### src/rtl/aux_xram_pkg.sv
package aux_xram_pkg;

  parameter int unsigned AUX_IDX_W  = 8;
  parameter int unsigned AUX_DATA_W = 8;

  typedef enum logic [1:0] {
    KEY_IDLE = 2'd0,
    KEY_HALF = 2'd1,
    KEY_OPEN = 2'd2
  } keyState_t;

  typedef struct packed {
    logic                 wrStb;
    logic                 rdStb;
    logic [AUX_IDX_W-1:0] idx;
  } ramStb_t;

endpackage

### src/rtl/aux_xram_key.sv
module aux_xram_key
  import aux_xram_pkg::*;
#(
  parameter int unsigned         SFR_AW    = 8,
  parameter int unsigned         DATA_W    = 8,
  parameter logic [SFR_AW-1:0]   KEY_ADDR  = 'hF6,
  parameter logic [DATA_W-1:0]   KEY_A     = 'h87,
  parameter logic [DATA_W-1:0]   KEY_B     = 'h59,
  parameter logic [DATA_W-1:0]   KEY_CLOSE = 'h00
) (
  input  logic              clk,
  input  logic              rstN,
  input  logic              sfrWrEn,
  input  logic [SFR_AW-1:0] sfrAddr,
  input  logic [DATA_W-1:0] sfrWrData,
  output logic              cfgOpen
);

  keyState_t keyState, keyNext;
  logic      keyWr;

  assign keyWr = sfrWrEn && (sfrAddr == KEY_ADDR);

  always_comb begin
    keyNext = keyState;
    if (keyWr) begin
      if (sfrWrData == KEY_CLOSE) begin
        keyNext = KEY_IDLE;
      end else begin
        unique case (keyState)
          KEY_IDLE: keyNext = (sfrWrData == KEY_A) ? KEY_HALF : KEY_IDLE;
          KEY_HALF: begin
            if (sfrWrData == KEY_B)      keyNext = KEY_OPEN;
            else if (sfrWrData == KEY_A) keyNext = KEY_HALF;
            else                         keyNext = KEY_IDLE;
          end
          KEY_OPEN: keyNext = KEY_OPEN;
          default:  keyNext = KEY_IDLE;
        endcase
      end
    end
  end

  always_ff @(posedge clk or negedge rstN) begin
    if (!rstN) keyState <= KEY_IDLE;
    else       keyState <= keyNext;
  end

  assign cfgOpen = (keyState == KEY_OPEN);

endmodule

### src/rtl/aux_xram_ctrl.sv
module aux_xram_ctrl
  import aux_xram_pkg::*;
#(
  parameter int unsigned         SFR_AW    = 8,
  parameter int unsigned         XADDR_W   = 16,
  parameter logic [SFR_AW-1:0]   KEY_ADDR  = 'hF6,
  parameter logic [SFR_AW-1:0]   CFG_ADDR  = 'hBF,
  parameter int unsigned         EN_BIT    = 4,
  parameter logic [AUX_DATA_W-1:0] KEY_A   = 'h87,
  parameter logic [AUX_DATA_W-1:0] KEY_B   = 'h59,
  parameter logic [AUX_DATA_W-1:0] KEY_CLOSE = 'h00
) (
  input  logic                  clk,
  input  logic                  rstN,
  input  logic                  sfrWrEn,
  input  logic [SFR_AW-1:0]     sfrAddr,
  input  logic [AUX_DATA_W-1:0] sfrWrData,
  input  logic                  xReq,
  input  logic [XADDR_W-1:0]    xAddr,
  input  logic                  xShortPtr,
  input  logic                  xWrite,
  output ramStb_t               stb,
  output logic                  xExtAccess,
  output logic                  ramEn,
  output logic                  cfgOpen
);

  localparam int unsigned HI_W = XADDR_W - AUX_IDX_W;

  logic cfgWr;
  logic lowPage;
  logic hit;

  aux_xram_key #(
    .SFR_AW   (SFR_AW),
    .DATA_W   (AUX_DATA_W),
    .KEY_ADDR (KEY_ADDR),
    .KEY_A    (KEY_A),
    .KEY_B    (KEY_B),
    .KEY_CLOSE(KEY_CLOSE)
  ) u_key (
    .clk      (clk),
    .rstN     (rstN),
    .sfrWrEn  (sfrWrEn),
    .sfrAddr  (sfrAddr),
    .sfrWrData(sfrWrData),
    .cfgOpen  (cfgOpen)
  );

  assign cfgWr = sfrWrEn && (sfrAddr == CFG_ADDR);

  always_ff @(posedge clk or negedge rstN) begin
    if (!rstN)                ramEn <= 1'b0;
    else if (cfgWr && cfgOpen) ramEn <= sfrWrData[EN_BIT];
  end

  assign lowPage    = (xAddr[XADDR_W-1 -: HI_W] == '0);
  assign hit        = ramEn && xReq && (xShortPtr || lowPage);
  assign xExtAccess = xReq && !hit;

  always_comb begin
    stb.wrStb = hit && xWrite;
    stb.rdStb = hit && !xWrite;
    stb.idx   = xAddr[AUX_IDX_W-1:0];
  end

endmodule

### src/rtl/aux_xram_store.sv
module aux_xram_store
  import aux_xram_pkg::*;
(
  input  logic                  clk,
  input  logic                  rstN,
  input  ramStb_t               stb,
  input  logic [AUX_DATA_W-1:0] wrData,
  output logic [AUX_DATA_W-1:0] rdData
);

  localparam int unsigned DEPTH = 1 << AUX_IDX_W;

  logic [AUX_DATA_W-1:0] mem [DEPTH];

  always_ff @(posedge clk) begin
    if (stb.wrStb) mem[stb.idx] <= wrData;
  end

  always_ff @(posedge clk or negedge rstN) begin
    if (!rstN)          rdData <= '0;
    else if (stb.rdStb) rdData <= mem[stb.idx];
  end

endmodule

### src/rtl/aux_xram_top.sv
module aux_xram_top
  import aux_xram_pkg::*;
#(
  parameter int unsigned           SFR_AW    = 8,
  parameter int unsigned           XADDR_W   = 16,
  parameter logic [SFR_AW-1:0]     KEY_ADDR  = 'hF6,
  parameter logic [SFR_AW-1:0]     CFG_ADDR  = 'hBF,
  parameter int unsigned           EN_BIT    = 4,
  parameter logic [AUX_DATA_W-1:0] KEY_A     = 'h87,
  parameter logic [AUX_DATA_W-1:0] KEY_B     = 'h59,
  parameter logic [AUX_DATA_W-1:0] KEY_CLOSE = 'h00
) (
  input  logic                  clk,
  input  logic                  rstN,
  input  logic                  sfrWrEn,
  input  logic [SFR_AW-1:0]     sfrAddr,
  input  logic [AUX_DATA_W-1:0] sfrWrData,
  input  logic                  xReq,
  input  logic [XADDR_W-1:0]    xAddr,
  input  logic                  xShortPtr,
  input  logic                  xWrite,
  input  logic [AUX_DATA_W-1:0] xWrData,
  output logic [AUX_DATA_W-1:0] xRdData,
  output logic                  xExtAccess
);

  ramStb_t stb;
  logic    ramEn;
  logic    cfgOpen;

  aux_xram_ctrl #(
    .SFR_AW   (SFR_AW),
    .XADDR_W  (XADDR_W),
    .KEY_ADDR (KEY_ADDR),
    .CFG_ADDR (CFG_ADDR),
    .EN_BIT   (EN_BIT),
    .KEY_A    (KEY_A),
    .KEY_B    (KEY_B),
    .KEY_CLOSE(KEY_CLOSE)
  ) u_ctrl (
    .clk       (clk),
    .rstN      (rstN),
    .sfrWrEn   (sfrWrEn),
    .sfrAddr   (sfrAddr),
    .sfrWrData (sfrWrData),
    .xReq      (xReq),
    .xAddr     (xAddr),
    .xShortPtr (xShortPtr),
    .xWrite    (xWrite),
    .stb       (stb),
    .xExtAccess(xExtAccess),
    .ramEn     (ramEn),
    .cfgOpen   (cfgOpen)
  );

  aux_xram_store u_store (
    .clk   (clk),
    .rstN  (rstN),
    .stb   (stb),
    .wrData(xWrData),
    .rdData(xRdData)
  );

endmodule

### config.mk
export PLATFORM = sky130hd
export DESIGN_NAME = aux_xram_top
export DESIGN_NICKNAME = d
export VERILOG_FILES = /design/src/rtl/aux_xram_pkg.sv /design/src/rtl/aux_xram_key.sv /design/src/rtl/aux_xram_ctrl.sv /design/src/rtl/aux_xram_store.sv /design/src/rtl/aux_xram_top.sv
export SDC_FILE = /design/constraint.sdc
export NUM_CORES = 2
export LEC_CHECK = 0
export ABC_AREA = 1
export BUFFER_PORTS_ARGS = -buffer_cell sky130_fd_sc_hd__buf_2
export CAP_MARGIN = 40
export CELL_PAD_IN_SITES_DETAIL_PLACEMENT = 1
export CELL_PAD_IN_SITES_GLOBAL_PLACEMENT = 2
export CORE_ASPECT_RATIO = 1.25
export CORE_MARGIN = 3
export CORE_UTILIZATION = 39
export CTS_CLUSTER_SIZE = 8
export DETAILED_ROUTE_END_ITERATION = 12
export PLACE_DENSITY = 0.74
export SLEW_MARGIN = 30
export SYNTH_ARGS = -nofsm -noshare
export SYNTH_HDL_FRONTEND = slang
export SYNTH_SLANG_ARGS = --single-unit
### constraint.sdc
create_clock -name clk -period 1.99 [get_ports clk]
set_input_delay 0.0995 -clock clk [delete_from_list [all_inputs] [get_ports clk]]
set_output_delay 0.0995 -clock clk [all_outputs]
set_load 0.005 [all_outputs]
After elaboration in Yosys (flattened, before gate mapping)
Memory sizes are Yosys's and may differ from the RTL's. A register that Yosys moved wholly into a read port is not among the register bits.
Index checks and enable logic that the tools add are counted.
- $add $sub $neg: 0
- multiply operators: 0
- divide/modulo/power cells: 0
- order comparisons: 0
- eq/ne operators: 6
- shift operators: 0
- muxes and demuxes: 6
- bitwise logic cells: 0
- reductions and logical operators: 15
- operators by type and width (operator ; count):
    8-bit equality test, second input constant ; 3
    8-bit logical NOT ; 2
    8-bit by 7-bit equality test with 1-bit output, second input constant ; 1
    1-bit logical AND ; 8
    2-bit case mux with 3 select lines ; 1
    2-bit 2-to-1 mux ; 2
    1-bit logical NOT ; 3
    1-bit 2-to-1 mux ; 3
    2-bit by 1-bit equality test with 1-bit output, second input constant ; 1
    2-bit equality test, second input constant ; 1
    2-bit logical NOT ; 1
    1-bit logical OR ; 1
- bits in registers: 3
- latch bits: 0
- bits in writable memories: 2048
- memory bits (read-only): 0
- input port bits: 46
- output and inout port bits: 9
- word-level logic and storage cells: 30
- memories: 1
- memories (memory ; words ; bits a word ; read ports ; clocked after memory_dff ; write ports ; RTL line ; text):
    u_store.mem ; 256 ; 8 ; 1 ; 1 ; 1 ; aux_xram_store.sv:13 ; logic [AUX_DATA_W-1:0] mem [DEPTH];

Logic depth before layout (Yosys ltp)
- word-level depth: 6
- depth in mapped cells: 19
- mapped depth without buffers: 15

Cells and area by module
A second synthesis with hierarchy kept.
- cells, all modules: 7648
- area, all modules: 84205.8 sq um
- by module, submodules not included (module ; instances ; cells each ; area an instance (sq um)):
    aux_xram_store ; 1 ; 7570 ; 83776.6
    aux_xram_key ; 1 ; 41 ; 227.7
    aux_xram_ctrl ; 1 ; 37 ; 201.4

Least setup slack after synthesis
Ideal clock, no wire load.
- path type: in2reg
- start point: in xAddr[0]
- end point: mem u_store.mem[192][0], enable pin
- arrival time: 1.788 ns
- slack: -0.168 ns
- stages on the path: 8
- buffers on the path: 5
- cells stage by stage: buf_4 -> buf_2 -> buf_2 -> buf_2 -> nor3_1 -> nand2_1 -> buf_2 -> nor2_1
- RTL lines (item ; RTL line ; text):
    from (decl) ; aux_xram_top.sv:19 ; input logic [XADDR_W-1:0] xAddr,
    to (decl) ; aux_xram_store.sv:13 ;
Straight into the memory's write port.

Worst setup path in the final report
- start point: reg u_ctrl.ramEn
- end point: mem u_store.mem[197][7], enable pin
- word-level cells in the longest chain between the ends: 5
- RTL lines (item ; RTL line ; text):
    from (decl) ; aux_xram_ctrl.sv:24 ; output logic ramEn,
    from (signal assigned) ; aux_xram_ctrl.sv:54 ; else if (cfgWr && cfgOpen) ramEn <= sfrWrData[EN_BIT];
    1-bit logical AND (2 in a row) ; aux_xram_ctrl.sv:58 ; assign hit = ramEn && xReq && (xShortPtr || lowPage);
    1-bit logical AND ; aux_xram_ctrl.sv:62 ; stb.wrStb = hit && xWrite;
    1-bit 2-to-1 mux ; aux_xram_store.sv:16 ; if (stb.wrStb) mem[stb.idx] <= wrData;
    1-bit 2-to-1 mux (implied by the code) ; aux_xram_store.sv:16 ;
No other way between the ends.

==> impl_metrics.json <==
{
  "place.gp.congestion": 0.867,
  "postRouteAntennaNets": 0,
  "r2r_start": "u_ctrl.ramEn",
  "yosys_register_bits": 2059,
  "hold_viol_final": 0,
  "nNetsFinal": 8375,
  "worstMarginPinSlew_ns": 0.723,
  "setup_violations": 988,
  "num_rows": 189,
  "cts_max_path_buffers": 4,
  "finalCriticalPeriod_ns": 2.11,
  "dieArea_um2": 220000,
  "crit_path_top_delay_cell": "dfrtp_1",
  "crit_path_end_kind": "flip-flop",
  "antenna_found_initial": 8,
  "path_buf_inv": 5,
  "reg2regPathDepth": 10,
  "setup_ws_ns": -0.123,
  "cp_cell_sequence": "nand3_2, inv_2, nand2_2, buf_12, nor3_4, buf_6, nand2_8, buf_16, nor2_4, buf_6",
  "hold_end": "u_store.rdData[2]",
  "min_path_type": "primary input to flip-flop",
  "synth_cells": 7454,
  "path_common_cell": "buf_6",
  "grt_pass1_vias": 63456,
  "synth_area_per_cell_um2": 11.2,
  "vias_per_cell": 5.35,
  "clock_latency_ns": 0.85,
  "yosysSeqAreaShare_pct": 74.0,
  "dp_hpwl_mm": 186,
  "grt_setup_unrepaired": "yes",
  "fin_area_um2": 106000,
  "syn_nets": 7500,
  "synthDistinctLibCells": 25,
  "start_util_pct": 39.3,
  "synth_warnings": 0,
  "slew_headroom_pct": 51.7,
  "crit_family": "buffers and inverters",
  "criticalPathCategory": "flip-flop to flip-flop",
  "min_from": "xWrite",
  "fin_skew_ns": 0.0561,
  "vias": 59677,
  "detail_route.wl_per_cell_um": 25.8,
  "crit_path_max_fanout": 8,
  "synthToLayoutAreaGrowth_pct": 26.6,
  "clock-root-buffer": "clkbuf_16",
  "vdd_drop_max_mv": 0.548,
  "cp_slowest_stage_delay_ns": 0.37,
  "cts_tree": "done",
  "ios": 55,
  "power.density_nw_per_um2": 938,
  "r2r-end": "u_store.mem[197][7]",
  "regToRegSetupSlack_ns": -0.12,
  "syn_area_um2": 83500,
  "dp_cells": 10736,
  "worstSetupStartpointType": "flip-flop",
  "violations": "negative setup slack",
  "routed_wirelength_mm": 288,
  "fin_crit_sh_pct": 106,
  "drive_gt1_share_pct": 19.6,
  "drt-initial-drc-count": 5498,
  "hold_depth": 7,
  "cp_data_arrival_time_ns": 2.64,
  "cts_htree_levels": 5,
  "clock-sinks": 2059,
  "io_buffers": 54,
  "die_y_um": 523,
  "grt_overflow_total": 0,
  "drv_slew": 0,
  "dr.pass1.iters": 5,
  "numCtsBuffers": 299,
  "core_um2": 213000,
  "fmax_mhz": 473,
  "grt_pass1_wl_mm": 422,
  "outcome": "finished with violations",
  "grt_start_max_net_pins": 73,
  "stdcell_count": 11159,
  "fp.dieW_um": 420,
  "drc": 0,
  "grt.total_usage_pct": 26.1,
  "place_area_um2": 94300,
  "drv_cap": 0,
  "p_leak_uw": 0.0401,
  "post-route-util_pct": 49.7,
  "required_ns": 2.52,
  "clk_pin_slew_ns": 0.05
}
worst reg2reg max path, delay by kind of cell (launching register included):
family / cells / cell delay, ns
buffers and inverters: 5 / 0.77
AND/OR/NAND/NOR: 5 / 0.68
flip-flops: 1 / 0.37
Yosys cell counts:
cell	n	area share [%]
nor2_1	586	2.6
nor3_1	4	0.024
edfxtp_1	2048	74
buf_4	13	0.12
nor4_1	3	0.022
nand3_1	414	2.5
or2_2	9	0.067
buf_1	48	0.22
a32o_1	1	0.012
clkinv_1	1	0.0045
o21ai_0	74	0.44
buf_2	151	0.90
nor2_2	1	0.0075
inv_2	3	0.013
nor3_2	2	0.024
a21oi_1	81	0.49
nand2_1	3564	16
buf_6	1	0.013
o21bai_1	1	0.0090
o21ai_1	18	0.11
inv_1	33	0.15
mux2i_1	1	0.012
dfrtp_1	11	0.33
nand4_1	184	1.4
clkbuf_1	202	0.91
flip-flops by register name (all words and copies together) (netlist names):
signal	cells
u_ctrl.u_key.keyState	2
u_store.rdData	8
u_ctrl.ramEn	1
u_store.mem	2048
repair_timing:
item	in CTS	in global routing
gates resized for setup	346	379
gates cloned	4	0
hold buffers	18	1
hold endpoints to repair	1044	6
buffers inserted	28	13
setup endpoints to repair	1969	1970
pin swaps	22	83
cells by family after synthesis:
| group | after synthesis | share of synthesized area, % |
|---|---|---|
| compound gates | 175 | 1.06 |
| simple gates | 4767 | 22.7 |
| mux | 1 | 0.0120 |
| buf+inv | 452 | 2.32 |
| flops | 2059 | 74.0 |
cells in the final DEF, fill, tap and decap left out, types with 5 or more instances in the layout:
| cell type | instances |
|---|---|
| nand3_2 | 5 |
| diode_2 | 5 |
| buf_4 | 562 |
| o21ai_2 | 5 |
| dlygate4sd3_1 | 18 |
| clkbuf_16 | 306 |
| nand2_4 | 5 |
| a21oi_1 | 80 |
| or2_2 | 9 |
| nand2_2 | 44 |
| nand2_1 | 3507 |
| inv_1 | 30 |
| nor2_2 | 95 |
| nand3_1 | 408 |
| dfrtp_1 | 11 |
| nor2_4 | 170 |
| nand4_1 | 184 |
| buf_16 | 8 |
| o21ai_0 | 57 |
| buf_6 | 120 |
| clkbuf_1 | 38 |
| buf_8 | 47 |
| inv_6 | 7 |
| clkinv_8 | 5 |
| o21ai_1 | 30 |
| edfxtp_1 | 2048 |
| buf_12 | 189 |
| nor2_1 | 322 |
| nand2_8 | 8 |
| buf_2 | 45 |
stage by stage:
stage | hold slack [ns] | total power, uW | TNS [ns] | setup slack, ns
global route | 0.0930 | 102000 | -186.92 | -0.197
global placement | 0.117 | 54800 | -595.96 | -0.884
floorplan | -0.196 | 51100 | -141.34 | -0.168
CTS | 0.0248 | 99900 | -44.02 | -0.137
finish | 0.0807 | 99200 | -42.29 | -0.123
detailed placement | 0.107 | 54900 | -635.35 | -0.917
layer usage:
metal	up-vias	wire length, um	track usage, %
met5	-	36	0
li1	26933	-	-
met2	1700	145000	45.0
met1	30541	117000	33.6
met4	6	10900	9.58
met3	497	15100	3.52
worst max-delay path by stage:
stage	from	end	slack, ns	cells past startpoint
after floorplan	xAddr[0]	u_store.mem[114][0]	-0.17	8
after global placement	xAddr[1]	u_store.rdData[3]	-0.88	19
after detailed placement	xAddr[1]	u_store.rdData[3]	-0.92	19
after CTS	u_ctrl.ramEn	u_store.mem[197][7]	-0.14	10
after global routing	u_ctrl.ramEn	u_store.mem[169][5]	-0.20	11
final	u_ctrl.ramEn	u_store.mem[197][7]	-0.12	10
area by class of cell:
cell class / count / area, um2
fill: 21924 / 107000
sequential: 2059 / 61800
multi-input combinational: 4943 / 21700
timing repair buffer: 989 / 10700
clock buffer: 344 / 7800
tap: 2769 / 3460
inverter: 37 / 159
clock inverter: 13 / 141
antenna: 5 / 12.5
where the power goes:
part / switching [uW] / internal, uW
registers: 0.0133 / 47800
clock network: 17700 / 27200
logic: 4480 / 1990
total: 22200 / 76900
Note: power is estimated with default switching activity, not from simulation.
